<file path="src/rtl/fseq_pkg.sv">
package fseq_pkg;
    parameter int FCNT_W = 8;
    parameter int LINE_W = 12;
    parameter int DATA_W = 32;
    parameter int ADDR_W = 3;
    parameter int NUM_EV = 4;

    localparam int EV_FEND = 0;
    localparam int EV_DEND = 1;
    localparam int EV_DFRM = 2;
    localparam int EV_LINE = 3;
    localparam int MASK_LSB = NUM_EV;
    localparam int CLR_LSB  = 2 * NUM_EV;

    typedef enum logic [ADDR_W-1:0] {
        A_GO     = 3'd0,
        A_FRAME  = 3'd1,
        A_LINE   = 3'd2,
        A_IRQ    = 3'd3,
        A_COMMIT = 3'd4
    } reg_addr_e;

    typedef struct packed {
        logic [LINE_W-1:0] flag_line;
        logic [FCNT_W-1:0] mark_idx;
        logic [FCNT_W-1:0] last_idx;
    } seq_cfg_t;

    function automatic logic addr_is(input logic [ADDR_W-1:0] a, input reg_addr_e r);
        return a == r;
    endfunction
endpackage

</file>
<file path="src/rtl/fseq_regs.sv">
module fseq_regs
    import fseq_pkg::*;
(
    input  logic              clk,
    input  logic              rst,
    input  logic              wr_en,
    input  logic [ADDR_W-1:0] wr_addr,
    input  logic [DATA_W-1:0] wr_data,
    input  logic [ADDR_W-1:0] rd_addr,
    input  logic [NUM_EV-1:0] status,
    input  logic [NUM_EV-1:0] mask,
    output logic              start_req,
    output logic              irq_we,
    output seq_cfg_t          active,
    output logic [DATA_W-1:0] rd_data
);
    seq_cfg_t shadow;
    logic     go_q;
    logic     wr_go, wr_frame, wr_line, commit;
    logic     unused_hi;

    assign unused_hi = ^wr_data[DATA_W-1:2*FCNT_W];

    always_comb begin
        wr_go     = wr_en && addr_is(wr_addr, A_GO);
        wr_frame  = wr_en && addr_is(wr_addr, A_FRAME);
        wr_line   = wr_en && addr_is(wr_addr, A_LINE);
        irq_we    = wr_en && addr_is(wr_addr, A_IRQ);
        commit    = wr_en && addr_is(wr_addr, A_COMMIT) && wr_data[0];
        start_req = wr_go && wr_data[0] && !go_q;
    end

    always_ff @(posedge clk) begin
        if (rst) begin
            go_q   <= 1'b0;
            shadow <= '0;
            active <= '0;
        end else begin
            if (commit) active <= shadow;
            if (wr_go) go_q <= wr_data[0];
            if (wr_frame) begin
                shadow.last_idx <= wr_data[FCNT_W-1:0];
                shadow.mark_idx <= wr_data[2*FCNT_W-1:FCNT_W];
            end
            if (wr_line) shadow.flag_line <= wr_data[LINE_W-1:0];
        end
    end

    always_comb begin
        rd_data = '0;
        case (reg_addr_e'(rd_addr))
            A_GO:    rd_data[0] = go_q;
            A_FRAME: rd_data[2*FCNT_W-1:0] = {shadow.mark_idx, shadow.last_idx};
            A_LINE:  rd_data[LINE_W-1:0] = shadow.flag_line;
            A_IRQ:   rd_data[2*NUM_EV-1:0] = {mask, status};
            default: rd_data = '0;
        endcase
    end
endmodule

</file>
<file path="src/rtl/fseq_engine.sv">
module fseq_engine
    import fseq_pkg::*;
(
    input  logic              clk,
    input  logic              rst,
    input  logic              start_req,
    input  seq_cfg_t          cfg,
    input  logic              frame_end,
    input  logic              line_pulse,
    output logic              busy,
    output logic [NUM_EV-1:0] ev
);
    logic              run;
    logic [FCNT_W-1:0] fcnt;
    logic [LINE_W-1:0] lcnt;
    logic              fstep, at_last;

    always_comb begin
        fstep       = run && frame_end;
        at_last     = fcnt == cfg.last_idx;
        ev          = '0;
        ev[EV_FEND] = fstep;
        ev[EV_DEND] = fstep && at_last;
        ev[EV_DFRM] = fstep && (fcnt == cfg.mark_idx);
        ev[EV_LINE] = run && line_pulse && (lcnt == cfg.flag_line);
    end

    always_ff @(posedge clk) begin
        if (rst) begin
            run  <= 1'b0;
            fcnt <= '0;
            lcnt <= '0;
        end else if (!run) begin
            if (start_req) begin
                run  <= 1'b1;
                fcnt <= '0;
                lcnt <= '0;
            end
        end else if (frame_end) begin
            fcnt <= fcnt + 1'b1;
            lcnt <= '0;
            if (at_last) run <= 1'b0;
        end else if (line_pulse) begin
            lcnt <= lcnt + 1'b1;
        end
    end

    assign busy = run;
endmodule

</file>
<file path="src/rtl/fseq_irq.sv">
module fseq_irq
    import fseq_pkg::*;
(
    input  logic              clk,
    input  logic              rst,
    input  logic [NUM_EV-1:0] ev,
    input  logic              irq_we,
    input  logic [NUM_EV-1:0] wr_mask,
    input  logic [NUM_EV-1:0] wr_clr,
    output logic [NUM_EV-1:0] status,
    output logic [NUM_EV-1:0] mask,
    output logic              irq
);
    for (genvar g = 0; g < NUM_EV; g++) begin : g_bit
        always_ff @(posedge clk) begin
            if (rst) begin
                status[g] <= 1'b0;
                mask[g]   <= 1'b1;
            end else begin
                status[g] <= (status[g] && !(irq_we && wr_clr[g])) || ev[g];
                if (irq_we) mask[g] <= wr_mask[g];
            end
        end
    end

    assign irq = |(status & ~mask);
endmodule

</file>
<file path="src/rtl/fseq_top.sv">
module fseq_top
    import fseq_pkg::*;
(
    input  logic              clk,
    input  logic              rst,
    input  logic              wr_en,
    input  logic [ADDR_W-1:0] wr_addr,
    input  logic [DATA_W-1:0] wr_data,
    input  logic [ADDR_W-1:0] rd_addr,
    output logic [DATA_W-1:0] rd_data,
    input  logic              frame_end,
    input  logic              line_pulse,
    output logic              busy,
    output logic              irq
);
    seq_cfg_t          act_cfg;
    logic              start_req, irq_we;
    logic [NUM_EV-1:0] ev_w, st_w, mask_w;

    fseq_regs u_regs (
        .clk(clk), .rst(rst), .wr_en(wr_en), .wr_addr(wr_addr), .wr_data(wr_data),
        .rd_addr(rd_addr), .status(st_w), .mask(mask_w), .start_req(start_req),
        .irq_we(irq_we), .active(act_cfg), .rd_data(rd_data)
    );

    fseq_engine u_engine (
        .clk(clk), .rst(rst), .start_req(start_req), .cfg(act_cfg),
        .frame_end(frame_end), .line_pulse(line_pulse), .busy(busy), .ev(ev_w)
    );

    fseq_irq u_irq (
        .clk(clk), .rst(rst), .ev(ev_w), .irq_we(irq_we),
        .wr_mask(wr_data[MASK_LSB +: NUM_EV]), .wr_clr(wr_data[CLR_LSB +: NUM_EV]),
        .status(st_w), .mask(mask_w), .irq(irq)
    );
endmodule

</file>
<file path="config.mk">
export PLATFORM = sky130hd
export DESIGN_NAME = fseq_top
export DESIGN_NICKNAME = d
export VERILOG_FILES = /design/src/rtl/fseq_pkg.sv /design/src/rtl/fseq_regs.sv /design/src/rtl/fseq_engine.sv /design/src/rtl/fseq_irq.sv /design/src/rtl/fseq_top.sv
export SDC_FILE = /design/constraint.sdc
export NUM_CORES = 1
export LEC_CHECK = 0
export ABC_AREA = 0
export BUFFER_PORTS_ARGS = -buffer_cell sky130_fd_sc_hd__buf_4
export CAP_MARGIN = 20
export CORE_UTILIZATION = 32
export CTS_CLUSTER_DIAMETER = 80
export CTS_CLUSTER_SIZE = 28
export DETAILED_ROUTE_END_ITERATION = 7
export GPL_TIMING_DRIVEN = 1
export PLACE_DENSITY = 0.5
export SYNTH_ARGS = -nofsm -noshare
export SYNTH_HDL_FRONTEND = slang
export SYNTH_HIERARCHICAL = 1
export SYNTH_SLANG_ARGS = --single-unit
export TNS_END_PERCENT = 30
</file>
<file path="constraint.sdc">
create_clock -name clk -period 1.65 [get_ports clk]
set_input_delay 0.165 -clock clk [delete_from_list [all_inputs] [get_ports clk]]
set_output_delay 0.165 -clock clk [all_outputs]
set_load 0.02 [all_outputs]
</file>
==> results.cfg, run 1 <==
[placement]
hpwl_um = 8470
place_inst = 748
dpl_worst_slack_ns = -0.201
globalplace.congestion = 0.812
portBuffers = 44
place_area_um2 = 5140

[critical_path]
worstRegToRegCells = 6
crit_arrival_ns = 1.48
r2r-start = u_regs/go_q
path_class = reg -> out
ff2ff_setup_slack_ns = 0.05
cp_max_fo = 3
cp-end-kind = output pin
r2r_end = u_engine/fcnt[2]
startpoint = u_irq/status[0]
worstPathRequired_ns = 1.48
cp-endpoint = rd_data[0]
start_kind = register

[clock_tree]
cts.sinks = 86
cts_made_buffers = 9
cts_tree = done
clockRootBuffer = clkbuf_16
h-tree-depth = 3
insertion_delay_ns = 0.35
clk_path_buf_depth = 2
clk_pin_slew_ns = 0.06

[pwr]
pwr-share-clk = 0.474
max-vdd-ir-drop_mv = 0.342
leakagePower_nw = 2.01
seq_power_share = 0.451
internal_power_mw = 3.65
powerDensity_nw_per_um2 = 857
comb_power_share = 0.075
switching_power_mw = 1.05
p_sw_frac = 0.223

[logic_synthesis]
yosys.area_share.simple = 0.274
syn-instance-count = 525
synth_edf_count = 0
ys_seq_elements = 86
synth_top_area_cell = dfxtp_1
syn_area_um2 = 4550
yosysSeqAreaShare = 0.378
synth-adder-area-share = 0.00550
yosys.area_share.xor_xnor = 0.0635
synth_compound_gate_area_share = 0.108
avgSynthCellArea_um2 = 8.67
async_flop_share = 0
synth_top_family_by_area = simple AND/OR/NAND/NOR gates
synth.distinct_cells = 57
ys_top_cells_by_area = dfxtp_1 38%, nand2b_1 8.1%, mux2i_1 6.6%
ys_warn_count = 6
synth_ff_type = dfxtp_1
synth_top_area_frac = 0.378
synth.area.mux_share = 0.0916

[global_route]
use_met2 = 0.264
antenna_found_initial = 0
grt.overflow.total = 0
first_global_vias = 3557
grt_pass1_wl_um = 18600
grt_max_degree = 56
track_usage = 0.167
gr-max-usage-layer = met2
use_met3 = 0.0357
met1_usage = 0.219

[sta]
finalWorstSetupSlack_ns = 0.00691
finClkSkew_ns = 0.00645
setup_viol = 0
timing.fmax_mhz = 609
slew_headroom = 0.666
finalCritPeriodShare = 0.996
fin_crit_ns = 1.64
hold_violations = 0
slew_violations = 0
rsz0062_at_grt = true
worstMarginPinSlew_ns = 0.499

[die]
start_util = 0.328
ios = 77
core.rowCount = 43
fp.dieH_um = 121
dieWidth_um = 121
core_um2 = 13900
dieArea_um2 = 14700

[min_path]
hold_path_class = in -> reg

[detailed_routing]
num_vias = 3656
detail-route-antenna-nets = 0
dr.pass1.iters = 5
wl_per_cell_um = 15.2
wirelength_um = 11600
dr.first_iter.drc_count = 245
drc = 0
vias_per_cell = 4.80

[finish]
instances_no_fill = 762
antenna_cells = 0
drive_above_1_share = 0.215
nNetsFinal = 623
area_growth_pct = 20.5
fill_cells = 1425
fin_area_um2 = 5480

[job]
drv_cap = 0

[status]
outcome = complete, no violations
what timing repair did:
item	4_1_cts	5_1_grt
hold buffers	0	0
setup endpoints to repair	3	7
gates cloned	0	0
gates resized for setup	4	11
setup buffers	0	0
synthesized netlist by cell type (3+ instances only):
cell	count
clkbuf_1	14
nor3_1	4
a311oi_1	8
a21oi_1	36
nand2b_1	59
a22oi_1	15
and2_1	6
nor4b_1	3
xnor2_1	30
nand4_1	7
mux2i_1	30
buf_6	3
nand2_2	3
buf_2	14
a41oi_1	3
nand2_1	69
nor2b_1	6
nor4_1	4
nand3_1	8
a211o_1	3
o21ai_0	4
xor2_1	3
nor2_1	34
dfxtp_1	86
inv_1	8
buf_4	20
mux2_1	7
layout make-up:
type / instances / area [um^2] / share of cell area
sequential: 86 / 1740 / 0.316
tap: 180 / 225 / 0.0411
clock inverter: 3 / 67.6 / 0.0123
timing repair buffer: 79 / 618 / 0.113
multi-input combinational: 393 / 2550 / 0.465
inverter: 9 / 33.8 / 0.00616
clock buffer: 12 / 256 / 0.0468
how the worst min path moves through the flow:
stage                        to  cells past startpoint  slack, ns        start
3_3_place_gp    u_irq/status[2]                      2       0.38  wr_data[10]
5_1_grt         u_irq/status[2]                      2       0.03  wr_data[10]
3_5_place_dp    u_irq/status[2]                      2       0.39  wr_data[10]
6_report        u_irq/status[2]                      2       0.03  wr_data[10]
2_1_floorplan  u_engine/fcnt[2]                      1       0.24          rst
4_1_cts         u_irq/status[2]                      2       0.02  wr_data[10]
registers in the layout, indices dropped and copies added (netlist names):
| register | cells |
|---|---|
| u_regs/go_q | 1 |
| u_engine/fcnt | 8 |
| u_irq/status | 4 |
| u_regs/shadow | 28 |
| u_engine/lcnt | 12 |
| u_regs/active | 28 |
| u_engine/busy | 1 |
| u_irq/mask | 4 |
kinds of logic (layout without fill, tap and decap cells):
| logic type | Yosys count | in the layout |
|---|---|---|
| simple gates | 227 | 227 |
| flops | 86 | 86 |
| compound gates | 76 | 76 |
| buf+inv | 61 | 103 |
| mux | 39 | 39 |
| xor+xnor | 33 | 33 |
| fa+ha+maj | 2 | 2 |
| other cells | 1 | 16 |
power by group through the flow:
| stage | registers, mW | logic (mW) | clock network (mW) |
|---|---|---|---|
| 2_1_floorplan | 2.16 | 0.236 | 0 |
| 3_3_place_gp | 2.16 | 0.348 | 0 |
| 3_5_place_dp | 2.16 | 0.353 | 0 |
| 4_1_cts | 2.12 | 0.354 | 2.29 |
| 5_1_grt | 2.12 | 0.382 | 2.36 |
| 6_report | 2.12 | 0.352 | 2.23 |
stage by stage:
stage	power [mW]	hold WS (ns)	setup TNS, ns	util
after floorplan	2.39	0.237	0	-
after global placement	2.51	0.384	-0.872	0.370
after detailed placement	2.52	0.386	-1.26	0.370
after CTS	4.76	0.0167	0	0.394
after global routing	4.86	0.0314	-0.0122	0.395
final	4.70	0.0255	0	0.395
routing by layer:
layer / vias up / wire length (um)
li1: 1866 / -
met1: 1690 / 5620
met2: 89 / 5250
met3: 11 / 514
met4: 0 / 189
met5: - / 0
critical path: stages (launching register included):
cell and delay (ns):
dfxtp_2 0.34, mux4_2 0.49, nor2b_1 0.15, buf_4 0.16
placed cells by master, fill, tap and decap left out, types with 3 or more instances in the layout:
cell type  count
a21oi_1       36
xnor2_1       29
mux2_1         7
nand2_1       69
nor2_1        34
nand4_1        7
nand3_1        8
buf_4         77
a311oi_1       8
nand2_2        3
o21ai_0        4
conb_1        16
a211o_1        3
a41oi_1        3
clkbuf_16      9
nor3_1         4
mux2i_1       30
nor4b_1        3
a22oi_1       15
nor2b_2        3
inv_1          8
nor4_1         3
dfxtp_2       11
dfxtp_1       75
xor2_1         3
nor2b_1        5
and2_1         6
nand2b_1      59
(Power assumes the default switching activity.)
==> inputs of run 2 (changes only) <==
- CTS_BUF_LIST: default -> sky130_fd_sc_hd__clkbuf_4 sky130_fd_sc_hd__clkbuf_8
- PLACE_DENSITY: 0.5 -> default
- PLACE_DENSITY_LB_ADDON: default -> 0.15
- SYNTH_HIERARCHICAL: 1 -> default
==> run 2 against run 1 <==
Against the previous run: sequential cell count unchanged; hold slack got worse by 0.0044 ns; clock power decreased by 15%; largest cell class unchanged.
==> results.cfg, run 2 <==
[sta]
rsz0062_at_grt = true
finalCritPeriodShare = 0.990
worstMarginPinSlew_ns = 0.634
finClkSkew_ns = 0.00785
timing.fmax_mhz = 612
fin_crit_ns = 1.63
slew_violations = 0
setup_viol = 0
hold_ws_ns = 0.0210
slew_headroom = 0.578
hold_violations = 0

[logic_synthesis]
syn-instance-count = 514
synth_commonest_cells = 135 x nand2_1, 86 x dfxtp_1, 67 x a21oi_1
ys_seq_elements = 86
synth_edf_count = 0
ys_top_cells_by_area = dfxtp_1 42%, nand2_1 12%, a21oi_1 8.2%
yosysSeqAreaShare = 0.420
ys_warn_count = 0
synth_most_common_cell = nand2_1
avgSynthCellArea_um2 = 7.98
synth_top_area_frac = 0.420
synth_top_area_cell = dfxtp_1
synth_ff_type = dfxtp_1
syn_area_um2 = 4100
synth.distinct_cells = 52
async_flop_share = 0

[die]
core.rowCount = 41
fp.dieH_um = 115
dieWidth_um = 115
start_util = 0.327
dieArea_um2 = 13300
ios = 77
core_um2 = 12600

[placement]
hpwl_um = 8470
globalplace.congestion = 0.801
portBuffers = 44
place_inst = 730

[detailed_routing]
num_vias = 3649
drc = 0
wirelength_um = 11500
wl_per_cell_um = 15.3
dr.pass1.iters = 4
detail-route-antenna-nets = 0
dr.first_iter.drc_count = 198
vias_per_cell = 4.88

[global_route]
antenna_found_initial = 0
grt_pass1_wl_um = 17800
track_usage = 0.179
grt_max_degree = 60
grt.overflow.total = 0
first_global_vias = 3268

[critical_path]
path_class = reg -> out
cp-end-kind = output pin
worstPathRequired_ns = 1.48
start_kind = register
startpoint = u_regs.go_q
r2r-start = u_engine.lcnt[0]
cp_max_fo = 3
crit_arrival_ns = 1.47

[clock_tree]
clockRootBuffer = clkbuf_8
clk_path_buf_depth = 2
clk_pin_slew_ns = 0.09
cts.sinks = 86
cts_tree = done
insertion_delay_ns = 0.38
cts_made_buffers = 9
h-tree-depth = 3
cts_hold_buf = 0

[finish]
final_common_cell = nand2_1
final_util = 0.398
drive_above_1_share = 0.202
instances_no_fill = 747
antenna_cells = 0
fill_cells = 1312
layout_common_cells = 135 x nand2_1, 80 x dfxtp_1, 76 x buf_4
largest_registers = u_regs.active x28, u_regs.shadow x28, u_engine.lcnt x12
nNetsFinal = 616
area_growth_pct = 22.0

[pwr]
leakagePower_nw = 1.90
max-vdd-ir-drop_mv = 0.647
powerDensity_nw_per_um2 = 864

[job]
drv_cap = 0

[min_path]
min_from = wr_data[4]
hold_path_class = in -> reg

[status]
outcome = complete, no violations
-- run 2: cell count changes in the layout (fill, tap and decap cells not counted), moves of 7 or more --
cell       previous run  this run
mux2i_1              30         3
nand2_1              69       135
clkbuf_16             9         0
mux2_1                7         0
mux2_2                0         8
a21oi_1              36        67
nand2b_1             59         2
nor2_1               34        20
xnor2_1              29        18
clkbuf_8              2        12
xor2_1                3        11
-- run 2: metal layers --
metal | vias up | GRT usage | part of all wire
met5 | - | 0 | 0
met4 | 0 | 0.0597 | 0.011
met3 | 9 | 0.0401 | 0.048
met2 | 103 | 0.263 | 0.44
met1 | 1696 | 0.256 | 0.51
li1 | 1841 | - | -
-- run 2: layout make-up --
class                   count  area, um^2  area share
repair buffers             78         602       0.120
clock buffers              12         165      0.0330
flip-flops and latches     86        1730       0.345
multi-input cells         388        2180       0.435
well taps                 172         215      0.0430
clock inverters             3        90.1      0.0180
inverters                   8        30.0     0.00600
-- run 2: what timing repair did --
item	in CTS	in global routing
gates resized for setup	3	7
gates cloned	0	0
endpoints found under the hold margin	0	0
setup endpoints to repair	1	5
buffers inserted	2	0
-- run 2: power by group --
group	switching [mW]	leakage (nW)	internal [mW]
clock network	0.769	0.129	1.12
registers	0.0201	0.697	2.09
logic	0.201	1.07	0.119
total	0.990	1.90	3.34
-- run 2: critical path: stages (launching register included) --
cell and delay (ns):
dfxtp_2 0.34, mux4_2 0.47, nor2b_4 0.15, buf_6 0.13
-- run 2: cell families after synthesis --
| group | Yosys count | share of synthesized area |
|---|---|---|
| and+or+nand+nor | 214 | 0.238 |
| xor gates and xnor gates | 29 | 0.0619 |
| buffers and inverters | 55 | 0.0668 |
| AOI/OAI and AO/OA | 115 | 0.172 |
| other | 1 | 0.000914 |
| adders and majority gates | 2 | 0.00610 |
| muxes | 12 | 0.0348 |
| DFF | 86 | 0.420 |
-- run 2: path summary, 6_finish.rpt --
path	end	slack [ns]	cells after the start
min reg2reg	u_regs.active[8]	0.47	2
min	u_irq.mask[0]	0.02	3
max reg2reg	u_engine.lcnt[10]	0.08	5
max	rd_data[0]	0.02	3
-- run 2: through the flow --
step	power (mW)	setup TNS (ns)	setup slack [ns]	cell area, um^2
6_report	4.33	0	0.0163	5010
5_1_grt	4.48	-0.0133	-0.0133	5010
4_1_cts	4.36	-0.0156	-0.0156	4990
3_5_place_dp	2.48	0	0.0616	4720
3_3_place_gp	2.48	0	0.0507	4720
2_1_floorplan	2.36	0	0.0881	4160
==> inputs of run 3 (changes only) <==
- ABC_AREA: 0 -> 1
==> run 3 against run 2 <==
Against the previous run: hold slack better by 0.011 ns; final cell count up 13%; cell area is 1.7% lower; register-to-register slack better by 0.13 ns; worst setup slack better by 0.15 ns; sequential share of layout area grew 0.44 points; total power is 3.4% lower; die area increased by 4.0%; synthesized cell count increased by 23%; maximum frequency up 10%; critical path type unchanged.
==> results.cfg, run 3 <==
[critical_path]
start_kind = register
path_class = reg -> out
ff2ff_setup_slack_ns = 0.21
crit_arrival_ns = 1.32
worstPathRequired_ns = 1.48
worstRegToRegCells = 8
cp_max_fo = 3
cp-endpoint = rd_data[0]
r2r_end = u_engine.lcnt[6]
startpoint = u_regs.go_q
cp-end-kind = output pin
r2r-start = u_engine.lcnt[0]

[finish]
fill_cells = 1388
final_common_cell = nand2_1
regArea_um2 = 1720
layout_common_cells = 125 x nand2_1, 87 x nor2_1, 86 x dfxtp_1
nNetsFinal = 715
drive_above_1_share = 0.139
multiInputGateArea_um2 = 2080
antenna_cells = 0
instances_no_fill = 846
final_util = 0.384
largest_registers = u_regs.active x28, u_regs.shadow x28, u_engine.lcnt x12
area_growth_pct = 15.3

[detailed_routing]
detail-route-antenna-nets = 0
dr.pass1.iters = 4
vias_per_cell = 4.75
drc = 0
num_vias = 4018
dr.first_iter.drc_count = 203
wl_per_cell_um = 13.5
wirelength_um = 11400

[pwr]
leakagePower_nw = 2.08
max-vdd-ir-drop_mv = 0.418
powerDensity_nw_per_um2 = 849
finalPower_mw = 4.18

[sta]
rsz0062_at_grt = false
setup_viol = 0
fin_crit_ns = 1.48
tns_ns = 0
finClkSkew_ns = 0.0121
timing.fmax_mhz = 675
finalCritPeriodShare = 0.897
slew_violations = 0
hold_violations = 0

[clock_tree]
cts_made_buffers = 9
clk_path_buf_depth = 2
cts_tree = done
cts.repair.resized = 0
insertion_delay_ns = 0.35
clk_pin_slew_ns = 0.09
cts.sinks = 86
h-tree-depth = 3
cts_setup_buffers = 0
cts_hold_buf = 0
clockRootBuffer = clkbuf_8

[die]
ios = 77
dieArea_um2 = 13800
core_um2 = 12800
core.rowCount = 41
dieWidth_um = 118
start_util = 0.333
fp.dieH_um = 118

[job]
drv_cap = 0

[logic_synthesis]
syn-instance-count = 632
async_flop_share = 0
synth_edf_count = 0
ys_seq_elements = 86
ys_top_cells_by_area = dfxtp_1 40%, nand2_1 11%, o21ai_0 8.7%
syn_area_um2 = 4270
avgSynthCellArea_um2 = 6.76
yosysSeqAreaShare = 0.403
synth_ff_type = dfxtp_1
synth.distinct_cells = 34
synth_top_area_frac = 0.403
ys_warn_count = 0
synth_most_common_cell = nand2_1
synth_top_area_cell = dfxtp_1
synth_commonest_cells = 125 x nand2_1, 87 x nor2_1, 86 x dfxtp_1

[global_route]
grt_pass1_wl_um = 18600
use_met2 = 0.259
first_global_vias = 3668
met1_usage = 0.243
grt_max_degree = 60
grt.overflow.total = 0
use_met3 = 0.0325
gr-max-usage-layer = met2
track_usage = 0.170
antenna_found_initial = 0

[placement]
portBuffers = 44
place_inst = 831
hpwl_um = 8790
globalplace.congestion = 0.849

[status]
outcome = complete, no violations

[min_path]
hold_path_class = in -> reg
run 3: changes by cell type in the layout (fill, tap and decap cells not counted), sizes merged, moves of 8 or more:
| cell | delta |
|---|---|
| mux2 | -8 |
| inv | +71 |
| a21oi | -18 |
| nand3 | +39 |
| buf | -27 |
| o21ai | +71 |
| a22oi | -12 |
| xnor2 | -15 |
| nor2 | +69 |
run 3: worst max-delay path, stage by stage (launching register included):
cell      delay [ns]
dfxtp_1         0.32
inv_1           0.13
nand2_1         0.07
o211ai_1        0.08
nand3_1         0.17
buf_4           0.20
run 3: how the worst min path moves through the flow:
stage / startpoint / endpoint / slack, ns / depth (start not counted)
6_report: wr_data[7] / u_irq.mask[3] / 0.03 / 3
5_1_grt: wr_data[6] / u_irq.mask[2] / 0.04 / 3
4_1_cts: wr_data[7] / u_irq.mask[3] / 0.02 / 3
3_5_place_dp: wr_data[7] / u_irq.mask[3] / 0.40 / 3
3_3_place_gp: wr_data[7] / u_irq.mask[3] / 0.40 / 3
2_1_floorplan: wr_data[6] / u_irq.mask[2] / 0.28 / 2
run 3: cell families (layout without fill, tap and decap cells):
family | count (synthesis) | after routing | share of synthesized area
other | 1 | 16 | 0.000878
buffers and inverters | 117 | 144 | 0.123
AO/OA/AOI/OAI | 135 | 135 | 0.167
AND/OR/NAND/NOR | 284 | 284 | 0.285
flip-flops | 86 | 86 | 0.403
adder cells (fa/ha/maj) | 2 | 2 | 0.00586
XOR/XNOR | 7 | 7 | 0.0144
run 3: power breakdown:
part | internal (mW) | switching, mW
Clock | 0.892 | 0.761
Combinational | 0.131 | 0.242
Sequential | 2.12 | 0.0340
Total | 3.14 | 1.04
run 3: metrics by stage:
step / hold WS [ns] / cell area, um^2 / worst slack (ns)
after floorplan: 0.278 / 4330 / 0.393
after global routing: 0.0366 / 4920 / 0.0435
final: 0.0324 / 4920 / 0.169
after global placement: 0.401 / 4700 / 0.271
after detailed placement: 0.401 / 4700 / 0.233
after CTS: 0.0195 / 4920 / 0.173
run 3: cell type report:
type | instances | share of cell area
repair buffers | 51 | 0.0803
clock buffers | 10 | 0.0280
multi-input cells | 444 | 0.422
inverters | 78 | 0.0595
well taps | 172 | 0.0437
clock inverters | 5 | 0.0168
flip-flops and latches | 86 | 0.350
run 3: per-layer routing:
metal | up-vias | wire [um] | part of all wire
li1 | 2079 | - | -
met1 | 1822 | 5960 | 0.52
met2 | 110 | 4830 | 0.42
met3 | 7 | 526 | 0.046
met4 | 0 | 87 | 0.0076
met5 | - | 0 | 0
